### config.mk
export PLATFORM = sky130hd
export DESIGN_NAME = circ_fifo_pp
export DESIGN_NICKNAME = d
export VERILOG_FILES = /design/src/rtl/fifo_pp_pkg.sv /design/src/rtl/fifo_pp_store.sv /design/src/rtl/fifo_pp_ctrl.sv /design/src/rtl/circ_fifo_pp.sv
export SDC_FILE = /design/constraint.sdc
export NUM_CORES = 1
export LEC_CHECK = 0
export ABC_AREA = 1
export BUFFER_PORTS_ARGS = -buffer_cell sky130_fd_sc_hd__buf_2
export CORE_ASPECT_RATIO = 0.75
export CORE_UTILIZATION = 60
export DETAILED_ROUTE_END_ITERATION = 8
export MAX_ROUTING_LAYER = met4
export PLACE_DENSITY = 0.79
export SLEW_MARGIN = 20
export SYNTH_ARGS = -nofsm -noshare
export SYNTH_HDL_FRONTEND = slang
export SYNTH_SLANG_ARGS = --single-unit
export TNS_END_PERCENT = 100
### constraint.sdc
create_clock -name clk_i -period 8 [get_ports clk_i]
set_input_delay 2.4 -clock clk_i [delete_from_list [all_inputs] [get_ports clk_i]]
set_output_delay 2.4 -clock clk_i [all_outputs]
set_load 0.01 [all_outputs]
### src/rtl/fifo_pp_pkg.sv
package fifo_pp_pkg;
  typedef enum logic [2:0] {
    OP_PUT_B   = 3'd0,
    OP_PUT_NB  = 3'd1,
    OP_GET_B   = 3'd2,
    OP_GET_NB  = 3'd3,
    OP_PEEK_B  = 3'd4,
    OP_PEEK_NB = 3'd5,
    OP_POKE    = 3'd6,
    OP_NOP     = 3'd7
  } op_e;

  typedef enum logic [1:0] {
    ST_EMPTY = 2'd0,
    ST_SEMI  = 2'd1,
    ST_FULL  = 2'd2
  } fill_e;

  typedef enum logic [1:0] {
    PK_NONE = 2'd0,
    PK_PUT  = 2'd1,
    PK_GET  = 2'd2,
    PK_PEEK = 2'd3
  } pend_e;
endpackage

### src/rtl/fifo_pp_store.sv
module fifo_pp_store #(
  parameter int DEPTH = 8,
  parameter int WIDTH = 16,
  localparam int PW = (DEPTH > 1) ? $clog2(DEPTH) : 1,
  localparam int LW = $clog2(DEPTH + 1)
) (
  input  logic             clk_i,
  input  logic             rst_ni,
  input  logic             push_i,
  input  logic             pop_i,
  input  logic             poke_i,
  input  logic [WIDTH-1:0] wdata_i,
  output logic [WIDTH-1:0] front_o,
  output logic [LW-1:0]    level_o
);
  logic [WIDTH-1:0] mem_q [DEPTH];
  logic [PW-1:0]    wi_q, ri_q;
  logic [LW-1:0]    used_q;

  function automatic logic [PW-1:0] step(input logic [PW-1:0] p);
    return (p == PW'(DEPTH - 1)) ? '0 : p + PW'(1);
  endfunction

  for (genvar e = 0; e < DEPTH; e++) begin : g_entry
    always_ff @(posedge clk_i) begin
      if ((push_i || poke_i) && wi_q == PW'(e)) mem_q[e] <= wdata_i;
    end
  end

  always_ff @(posedge clk_i or negedge rst_ni) begin
    if (!rst_ni) begin
      wi_q   <= '0;
      ri_q   <= '0;
      used_q <= '0;
    end else begin
      if (push_i) wi_q <= step(wi_q);
      if (pop_i)  ri_q <= step(ri_q);
      if (push_i && !pop_i)      used_q <= used_q + LW'(1);
      else if (pop_i && !push_i) used_q <= used_q - LW'(1);
    end
  end

  assign front_o = mem_q[ri_q];
  assign level_o = used_q;
endmodule

### src/rtl/fifo_pp_ctrl.sv
module fifo_pp_ctrl
  import fifo_pp_pkg::*;
#(
  parameter int WIDTH = 16
) (
  input  logic             clk_i,
  input  logic             rst_ni,
  input  logic             cmd_valid_i,
  input  op_e              cmd_op_i,
  input  logic [WIDTH-1:0] cmd_data_i,
  input  logic             full_i,
  input  logic             empty_i,
  input  logic [WIDTH-1:0] front_i,
  output logic             push_o,
  output logic             pop_o,
  output logic             poke_o,
  output logic [WIDTH-1:0] wdata_o,
  output logic             resp_valid_o,
  output logic             resp_ok_o,
  output logic [WIDTH-1:0] resp_data_o,
  output logic             busy_o
);
  pend_e            pk_q, pk_d;
  logic [WIDTH-1:0] pdata_q, pdata_d;
  logic             rv_d, ok_d, take, pend_ready, opposing;
  logic [WIDTH-1:0] rd_d;

  always_comb begin
    push_o = 1'b0; pop_o = 1'b0; poke_o = 1'b0; wdata_o = cmd_data_i;
    rv_d = 1'b0; ok_d = 1'b0; rd_d = '0;
    pk_d = pk_q; pdata_d = pdata_q; take = 1'b0;
    pend_ready = (pk_q == PK_PUT) ? !full_i : (pk_q != PK_NONE) && !empty_i;
    opposing   = (pk_q == PK_PUT) ? (cmd_op_i == OP_GET_B || cmd_op_i == OP_GET_NB)
                                  : (cmd_op_i == OP_PUT_B || cmd_op_i == OP_PUT_NB);
    if (pk_q != PK_NONE) begin
      if (pend_ready) begin
        rv_d = 1'b1; ok_d = 1'b1; pk_d = PK_NONE;
        case (pk_q)
          PK_PUT:  begin push_o = 1'b1; wdata_o = pdata_q; end
          PK_GET:  begin pop_o = 1'b1; rd_d = front_i; end
          default: rd_d = front_i;
        endcase
      end else begin
        take = cmd_valid_i && opposing;
      end
    end else begin
      take = cmd_valid_i;
    end

    if (take) begin
      case (cmd_op_i)
        OP_PUT_B, OP_PUT_NB: begin
          if (!full_i) begin
            push_o = 1'b1; rv_d = 1'b1; ok_d = 1'b1;
          end else if (cmd_op_i == OP_PUT_B) begin
            pk_d = PK_PUT; pdata_d = cmd_data_i;
          end else begin
            rv_d = 1'b1;
          end
        end
        OP_GET_B, OP_GET_NB, OP_PEEK_B, OP_PEEK_NB: begin
          if (!empty_i) begin
            pop_o = (cmd_op_i == OP_GET_B || cmd_op_i == OP_GET_NB);
            rv_d = 1'b1; ok_d = 1'b1; rd_d = front_i;
          end else if (cmd_op_i == OP_GET_B) begin
            pk_d = PK_GET;
          end else if (cmd_op_i == OP_PEEK_B) begin
            pk_d = PK_PEEK;
          end else begin
            rv_d = 1'b1;
          end
        end
        OP_POKE: begin
          rv_d = 1'b1;
          if (!empty_i) begin
            poke_o = 1'b1; ok_d = 1'b1;
          end
        end
        default: ;
      endcase
    end
  end

  always_ff @(posedge clk_i or negedge rst_ni) begin
    if (!rst_ni) begin
      pk_q         <= PK_NONE;
      pdata_q      <= '0;
      resp_valid_o <= 1'b0;
      resp_ok_o    <= 1'b0;
      resp_data_o  <= '0;
    end else begin
      pk_q         <= pk_d;
      pdata_q      <= pdata_d;
      resp_valid_o <= rv_d;
      resp_ok_o    <= ok_d;
      resp_data_o  <= rd_d;
    end
  end

  assign busy_o = (pk_q != PK_NONE);
endmodule

### src/rtl/circ_fifo_pp.sv
module circ_fifo_pp
  import fifo_pp_pkg::*;
#(
  parameter int DEPTH = 8,
  parameter int WIDTH = 16,
  localparam int LW = $clog2(DEPTH + 1)
) (
  input  logic             clk_i,
  input  logic             rst_ni,
  input  logic             cmd_valid_i,
  input  logic [2:0]       cmd_op_i,
  input  logic [WIDTH-1:0] cmd_data_i,
  output logic             resp_valid_o,
  output logic             resp_ok_o,
  output logic [WIDTH-1:0] resp_data_o,
  output logic             busy_o,
  output logic [LW-1:0]    level_o,
  output logic [1:0]       state_o,
  output logic             can_put_o,
  output logic             can_get_o,
  output logic             can_peek_o
);
  logic             push, pop, poke, full, empty;
  logic [WIDTH-1:0] wdata, front;

  fifo_pp_store #(.DEPTH(DEPTH), .WIDTH(WIDTH)) u_store (
    .clk_i   (clk_i),
    .rst_ni  (rst_ni),
    .push_i  (push),
    .pop_i   (pop),
    .poke_i  (poke),
    .wdata_i (wdata),
    .front_o (front),
    .level_o (level_o)
  );

  assign full  = (level_o == LW'(DEPTH));
  assign empty = (level_o == '0);

  fifo_pp_ctrl #(.WIDTH(WIDTH)) u_ctrl (
    .clk_i        (clk_i),
    .rst_ni       (rst_ni),
    .cmd_valid_i  (cmd_valid_i),
    .cmd_op_i     (op_e'(cmd_op_i)),
    .cmd_data_i   (cmd_data_i),
    .full_i       (full),
    .empty_i      (empty),
    .front_i      (front),
    .push_o       (push),
    .pop_o        (pop),
    .poke_o       (poke),
    .wdata_o      (wdata),
    .resp_valid_o (resp_valid_o),
    .resp_ok_o    (resp_ok_o),
    .resp_data_o  (resp_data_o),
    .busy_o       (busy_o)
  );

  always_comb begin
    if (empty)     state_o = ST_EMPTY;
    else if (full) state_o = ST_FULL;
    else           state_o = ST_SEMI;
  end

  assign can_put_o  = !full;
  assign can_get_o  = !empty;
  assign can_peek_o = !empty;
endmodule

* Word level (Yosys, flattened, before mapping)
Memories as Yosys holds them, arrays and structs flattened.
Index checks and enable logic that the tools add are counted.
** Operators by class
- Add/sub/neg operators :: 4
- Multiply operators :: 0
- Divide/modulo/power cells :: 0
- Magnitude comparators :: 0
- Equal/unequal tests :: 17
- Shift operators :: 0
- Muxes and demuxes :: 93
- Bitwise operators :: 0
- Reductions and logical operators :: 35
** Operator list (number)
- 2-to-1 mux 16 bit :: 16
- OR reduction 16 bit :: 7
- 2-to-1 mux 1 bit :: 53
- 2-to-1 mux 3 bit :: 9
- equality test 3 bit (second input constant) :: 8
- 2-to-1 mux 2 bit :: 10
- equality test 3 x 2 -> 1 bit (second input constant) :: 4
- logical AND 1 bit :: 12
- 2-to-1 mux 4 bit :: 2
- adder 3 x 1 -> 3 bit (second input constant) :: 2
- equality test 3 x 1 -> 1 bit (second input constant) :: 2
- zero test 3 bit :: 2
- OR reduction 5 bit :: 1
- adder 4 x 1 -> 4 bit (second input constant) :: 1
- equality test 4 bit (second input constant) :: 1
- zero test 1 bit :: 4
- zero test 4 bit :: 1
- case mux 2 bit (2 select lines) :: 1
- AND reduction 4 bit :: 1
- nonzero test 2 bit :: 2
- OR reduction 4 bit :: 1
- subtractor 4 x 1 -> 4 bit (second input constant) :: 1
- logical OR 1 bit :: 3
- case mux 1 bit (3 select lines) :: 1
- 4 further kinds :: 4
** Word-level totals
- Register bits after elaboration :: 46
- Bits in latches :: 0
- RAM bits :: 128
- ROM bits :: 0
- Bits of input ports :: 22
- Output and inout bits :: 28
- Logic and storage cells :: 158
- Memories kept :: 1
** Memory list
- u_store.mem_q :: depth 8, width 16, read ports 1, clocked after memory_dff 0, write ports 1, RTL line fifo_pp_store.sv:16 : logic [WIDTH-1:0] mem_q [DEPTH];

* Depth between registers and ports, before layout
- Word-level depth :: 21
- Gate-level depth with buffers :: 18
- Mapped depth without buffers :: 17

* Modules after synthesis
Synthesis repeated with hierarchy kept, for this count alone.
** Unflattened totals
- Cell total of the unflattened synthesis :: 825
- Area total of the unflattened synthesis :: 8027.7 um^2
** By module, submodules not included
- fifo_pp_store :: times used 1, cells each 507, area an instance 5770.5 um^2, seq. area each 4093.9 um^2
- fifo_pp_ctrl :: times used 1, cells each 303, area an instance 2187.1 um^2, seq. area each 900.9 um^2
- circ_fifo_pp :: times used 1, cells each 15, area an instance 70.1 um^2, seq. area each 0.0 um^2

* Worst setup path before layout
Ideal clock, no wire load.
- Kind :: input-to-reg
- Start :: in cmd_op_i[2]
- End :: reg u_store.used_q[3], in the netlist u_store.level_o[3]
- Library setup time :: 0.131 ns
- Arrival :: 4.306 ns
- Required time :: 7.869 ns
- Path slack :: 3.563 ns
- Stages on the path :: 15
- Path buffers :: 1
- Path through :: nor2_1 > o21ai_1 > nor2_2 > buf_6 > nand2_1 > nand2_1 > inv_1 > ha_1 > inv_1 > ha_1 > a21oi_1 > nand2_1 > a21oi_1 > o21ai_0 > xor2_1
** On the way
- Cells in the longest elaborated chain, start to end :: 10
- Elaborated cells between the ends (all ways) :: 25
- Those cells by class :: eq/ne: 5; mux: 9; reduce/logical: 11
** Ends and longest elaborated chain
- from (decl) :: RTL line circ_fifo_pp.sv:11 : input logic [2:0] cmd_op_i,
- equality test 3 x 1 -> 1 bit (tied with other cells) :: RTL line fifo_pp_ctrl.sv:34, fifo_pp_ctrl.sv:51
- logical OR 1 bit (on tied branches) :: RTL line fifo_pp_ctrl.sv:34, fifo_pp_ctrl.sv:33, fifo_pp_ctrl.sv:63
- 2-to-1 mux 1 bit :: RTL line fifo_pp_ctrl.sv:33 : opposing = (pk_q == PK_PUT) ? (cmd_op_i == OP_GET_B || cmd_op_i == OP_GET_NB)
- logical AND 1 bit :: RTL line fifo_pp_ctrl.sv:44 : take = cmd_valid_i && opposing;
- 2-to-1 mux 1 bit :: RTL line fifo_pp_ctrl.sv:36 : if (pend_ready) begin
- 2-to-1 mux 1 bit :: RTL line fifo_pp_ctrl.sv:35 : if (pk_q != PK_NONE) begin
- 2-to-1 mux 1 bit :: RTL line fifo_pp_ctrl.sv:50 : if (take) begin
- zero test 1 bit (on tied branches) :: RTL line fifo_pp_store.sv:38, fifo_pp_store.sv:39
- logical AND 1 bit (on tied branches) :: RTL line fifo_pp_store.sv:38, fifo_pp_store.sv:39
- 2-to-1 mux 4 bit or nonzero test 2 bit (tied branches)
- to (signal assigned) :: RTL line fifo_pp_store.sv:38 : if (push_i && !pop_i) used_q <= used_q + LW'(1);
- to (signal assigned) :: RTL line fifo_pp_store.sv:39 : else if (pop_i && !push_i) used_q <= used_q - LW'(1);
- to (decl) :: RTL line fifo_pp_store.sv:18 : logic [LW-1:0] used_q;
Several ways; a longest one is shown, not always the timed one.
A chain may end at the register's enable or synchronous reset.

* Worst setup path in the final report
Same ends and word-level chain as after synthesis.

==> impl_metrics.json <==
{
  "net-switching-power_mw": 1.01,
  "period_minus_slack_ns": 4.66,
  "slowest_delay_ns": 0.42,
  "remaining_global_route_overflow": 0,
  "fp-row-count": 34,
  "clockRootBuffer": "sky130_fd_sc_hd__clkbuf_16",
  "place.detailed.hpwl_mm": 8.63,
  "cts.reportedPaths.clkPinSlew_ns": 0.06,
  "worst-slew-pin-transition_ns": 1.16,
  "commonest_cells_after_routing_fill_and_taps_aside": "sky130_fd_sc_hd__edfxtp_1 (128), sky130_fd_sc_hd__nand2_1 (116), sky130_fd_sc_hd__nor2_1 (81)",
  "power_switching_share_pct": 33.6,
  "final_min_period_over_clock_period_pct": 58.2,
  "worstHoldPathType": "reg2reg",
  "grt_antenna_before_repair": 0,
  "worst_setup_path_start_kind": "input pin",
  "die_w_microns": 130,
  "synth-compound-area-share_pct": 12.1,
  "most_common_library_cell_in_the_layout_ignoring_fill_and_taps": "sky130_fd_sc_hd__edfxtp_1",
  "post_synth_num_cell_types": 31,
  "finalNetCount": 708,
  "crit_fanout": 11,
  "report.final.hold_viol_count": 0,
  "route.detailed.vias_per_inst": 5.62,
  "post-layout-total-power_mw": 3.01,
  "pwr-share-seq_pct": 42.3,
  "floorplan.core_area_sq_um": 11700,
  "ys_seq_area_share_pct": 68.3,
  "cp_data_required_time_ns": 8.29,
  "synth_top_family_by_area": "compound AO/OA/AOI/OAI gates",
  "clkSinkCount": 174,
  "h-tree-depth": 4,
  "tritoncts": "done",
  "path_buf_inv": 3,
  "crit_top_cell": "sky130_fd_sc_hd__nand2_1",
  "grt_setup_unrepaired": "no",
  "ys.warnings.count": 0,
  "worst_path_dominant_cell_family": "simple AND/OR/NAND/NOR gates",
  "final_cell_count_no_fill": 849,
  "slew-limit-headroom_pct": 22.8,
  "syn_area_sq_um": 7320,
  "port_buffers": 49,
  "cellInternalPower_mw": 2.00,
  "totalNegativeSetupSlack_ns": 0,
  "timing.critical_path.cells": "buf_2, nor2_1, o21ai_1, nor2_2, nand2_1, nand2_1, inv_1, ha_1, inv_1, ha_1, a21oi_1, nand2_1, a21oi_1, o21ai_0, xor2_1",
  "synth_adder_area_share_pct": 2.15,
  "fin_worst_skew_ns": 0.00806,
  "pin_count_of_the_biggest_net_entering_global_routing": 68,
  "dp.cells": 817,
  "first_global_vias": 4390,
  "floorplan.io_pins": 50,
  "p_leak_nw": 3.42,
  "post_drt_wl_per_cell_microns": 16.9,
  "timing_max_transition_violations_final": 0,
  "postSynthNetCount": 672,
  "synth_xor_area_share_pct": 0.359,
  "synth_area_per_cell_sq_um": 11.5,
  "run_status": "complete, no violations",
  "worst_skew_pair.late_latency_ns": 0.42,
  "wirelength_mm": 14.4,
  "fillerInstances": 827,
  "grt_first_pass_wirelength_mm": 22.3,
  "start_util_pct": 62.3,
  "numCtsBuffers": 17,
  "criticalPathCategory": "in2reg",
  "max_capacitance_violation_total": 0,
  "post_route_setup_slack_ns": 3.34,
  "detail-route-antenna-nets": 0,
  "max_freq_mhz": 215,
  "grt_use_total_pct": 25.2,
  "place_congestion": 0.949,
  "vdd_drop_max_mv": 0.200,
  "diodes": 0,
  "power.share.clock_pct": 28.1,
  "post_synth_simple_gate_area_pct": 12.1,
  "cts-resized-gates": 0,
  "layout_cells_sized_above_1_pct": 13.5,
  "arrival_ns": 4.95,
  "die_h_microns": 97.6,
  "syn2layout_area_growth_pct": 12.5,
  "setup-violations-final": 0,
  "detailedRoute.firstPassIterationCount": 5,
  "synth.area.mux_share_pct": 0.154,
  "cts_max_path_buffers": 2,
  "placement.setup.worst_slack_ns": 2.95,
  "power-per-cell-area_nw_per_um2": 366,
  "route.vias.total": 4768,
  "cts_post_setup_buffers_inserted": 0,
  "comb_power_share_pct": 29.6,
  "drc_violation_count_after_routing": 0,
  "synth_seq_cells": 174,
  "syn_inst": 638,
  "timing.critical_path.slowest_stage_cell": "sky130_fd_sc_hd__nor2_2",
  "cts_hold_buf": 0,
  "die_area_sq_um": 12600,
  "critical_path.endpoint_type": "flop",
  "number_of_design_rule_violations_left_by_the_first_detailed_router_iteration": 483
}
synthesized netlist by cell type:
cell / instances / area share (%)
sky130_fd_sc_hd__nand2_2: 6 / 0.51
sky130_fd_sc_hd__xnor2_1: 2 / 0.24
sky130_fd_sc_hd__o21ai_0: 37 / 2.5
sky130_fd_sc_hd__o221ai_1: 17 / 2.0
sky130_fd_sc_hd__edfxtp_1: 128 / 53
sky130_fd_sc_hd__dfrtp_1: 46 / 16
sky130_fd_sc_hd__o31ai_1: 1 / 0.10
sky130_fd_sc_hd__ha_1: 11 / 1.9
sky130_fd_sc_hd__buf_1: 1 / 0.051
sky130_fd_sc_hd__o21ai_1: 17 / 1.2
sky130_fd_sc_hd__a21boi_4: 1 / 0.26
sky130_fd_sc_hd__nor2_1: 81 / 4.2
sky130_fd_sc_hd__or2_2: 1 / 0.086
sky130_fd_sc_hd__buf_6: 2 / 0.31
sky130_fd_sc_hd__nand3_1: 11 / 0.75
sky130_fd_sc_hd__inv_2: 2 / 0.10
sky130_fd_sc_hd__inv_1: 50 / 2.6
sky130_fd_sc_hd__xor2_1: 1 / 0.12
sky130_fd_sc_hd__nor2_2: 1 / 0.086
sky130_fd_sc_hd__fa_1: 1 / 0.27
sky130_fd_sc_hd__buf_4: 1 / 0.10
sky130_fd_sc_hd__buf_2: 12 / 0.82
sky130_fd_sc_hd__a21oi_1: 36 / 2.5
sky130_fd_sc_hd__a32oi_1: 16 / 1.9
sky130_fd_sc_hd__nand3_2: 2 / 0.27
sky130_fd_sc_hd__clkbuf_1: 18 / 0.92
sky130_fd_sc_hd__nor3_1: 2 / 0.14
sky130_fd_sc_hd__nand2_1: 116 / 5.9
sky130_fd_sc_hd__mux2_2: 1 / 0.15
sky130_fd_sc_hd__nor2_4: 1 / 0.15
sky130_fd_sc_hd__o21bai_1: 16 / 1.6
metal layers:
metal	global-route usage, %	routed length, microns	up-vias
met5	-	0	-
met2	37.0	6630	201
met4	8.77	223	0
met3	5.78	1010	21
met1	34.9	6480	2261
li1	-	-	2285
worst register-to-register path, cell delays in order, from the launching register on:
cell,delay (ns)
sky130_fd_sc_hd__dfrtp_1,0.46
sky130_fd_sc_hd__nor2_4,0.16
sky130_fd_sc_hd__nand2_2,0.11
sky130_fd_sc_hd__nand2_2,0.59
sky130_fd_sc_hd__nand3_2,0.13
sky130_fd_sc_hd__nor2_2,0.43
sky130_fd_sc_hd__nand2_1,0.19
sky130_fd_sc_hd__nand2_1,0.17
sky130_fd_sc_hd__inv_1,0.06
sky130_fd_sc_hd__ha_1,0.17
sky130_fd_sc_hd__inv_1,0.14
sky130_fd_sc_hd__ha_1,0.29
sky130_fd_sc_hd__a21oi_1,0.14
sky130_fd_sc_hd__nand2_1,0.07
sky130_fd_sc_hd__a21oi_1,0.11
sky130_fd_sc_hd__o21ai_0,0.11
sky130_fd_sc_hd__xor2_1,0.15
power groups by stage:
stage                     logic, mW  registers (mW)  clock network (mW)
after floorplan               0.631            1.28                   0
after global placement        0.836            1.28                   0
after detailed placement      0.881            1.29                   0
after CTS                     0.886            1.27               0.852
after global routing           1.00            1.29               0.889
final                         0.891            1.27               0.845
cell type report:
cell class	instances	area (sq um)	area share (%)
clock buffer	25	498	6.05
clock inverter	7	110	1.34
inverter	52	195	2.37
multi-input combinational	378	1970	23.9
sequential	174	5000	60.7
tap	162	203	2.46
timing repair buffer	51	263	3.19
logic make-up after synthesis:
family | Yosys count
xor+xnor | 3
buf+inv | 86
mux | 1
fa+ha+maj | 12
simple gates | 221
flops | 174
compound gates | 141
path summary, 6_finish.rpt:
| check | startpoint | end | slack [ns] | cells after the start |
|---|---|---|---|---|
| setup reg to reg | u_store.level_o[0] | u_store.level_o[3] | 4.39 | 16 |
| max in group asynchronous | rst_ni | u_store.ri_q[0] | 5.56 | 1 |
| setup / recovery | cmd_op_i[2] | u_store.level_o[3] | 3.34 | 15 |
| min in group asynchronous | rst_ni | u_ctrl.pdata_q[15] | 1.99 | 1 |
| hold / removal | u_ctrl.pdata_q[10] | u_ctrl.pdata_q[10] | 0.49 | 2 |
| hold reg to reg | u_ctrl.pdata_q[10] | u_ctrl.pdata_q[10] | 0.49 | 2 |
sequential cells by signal, summed over array words and instances (netlist names), 2 cells and up:
register            cells
u_store.wi_q            3
u_ctrl.resp_data_o     16
u_store.level_o         4
u_ctrl.pk_q             2
u_store.mem_q         128
u_ctrl.pdata_q         16
u_store.ri_q            3
stage by stage:
stage / cell area [sq um] / util [%] / hold WS, ns
final: 8230 / 70.1 / 0.488
after global placement: 7620 / 64.9 / 0.472
after detailed placement: 7620 / 64.9 / 0.479
after global routing: 8230 / 70.1 / 0.511
after floorplan: 7320 / - / 0.459
after CTS: 8230 / 70.1 / 0.495
No activity file was read; power rests on OpenSTA's default activity.
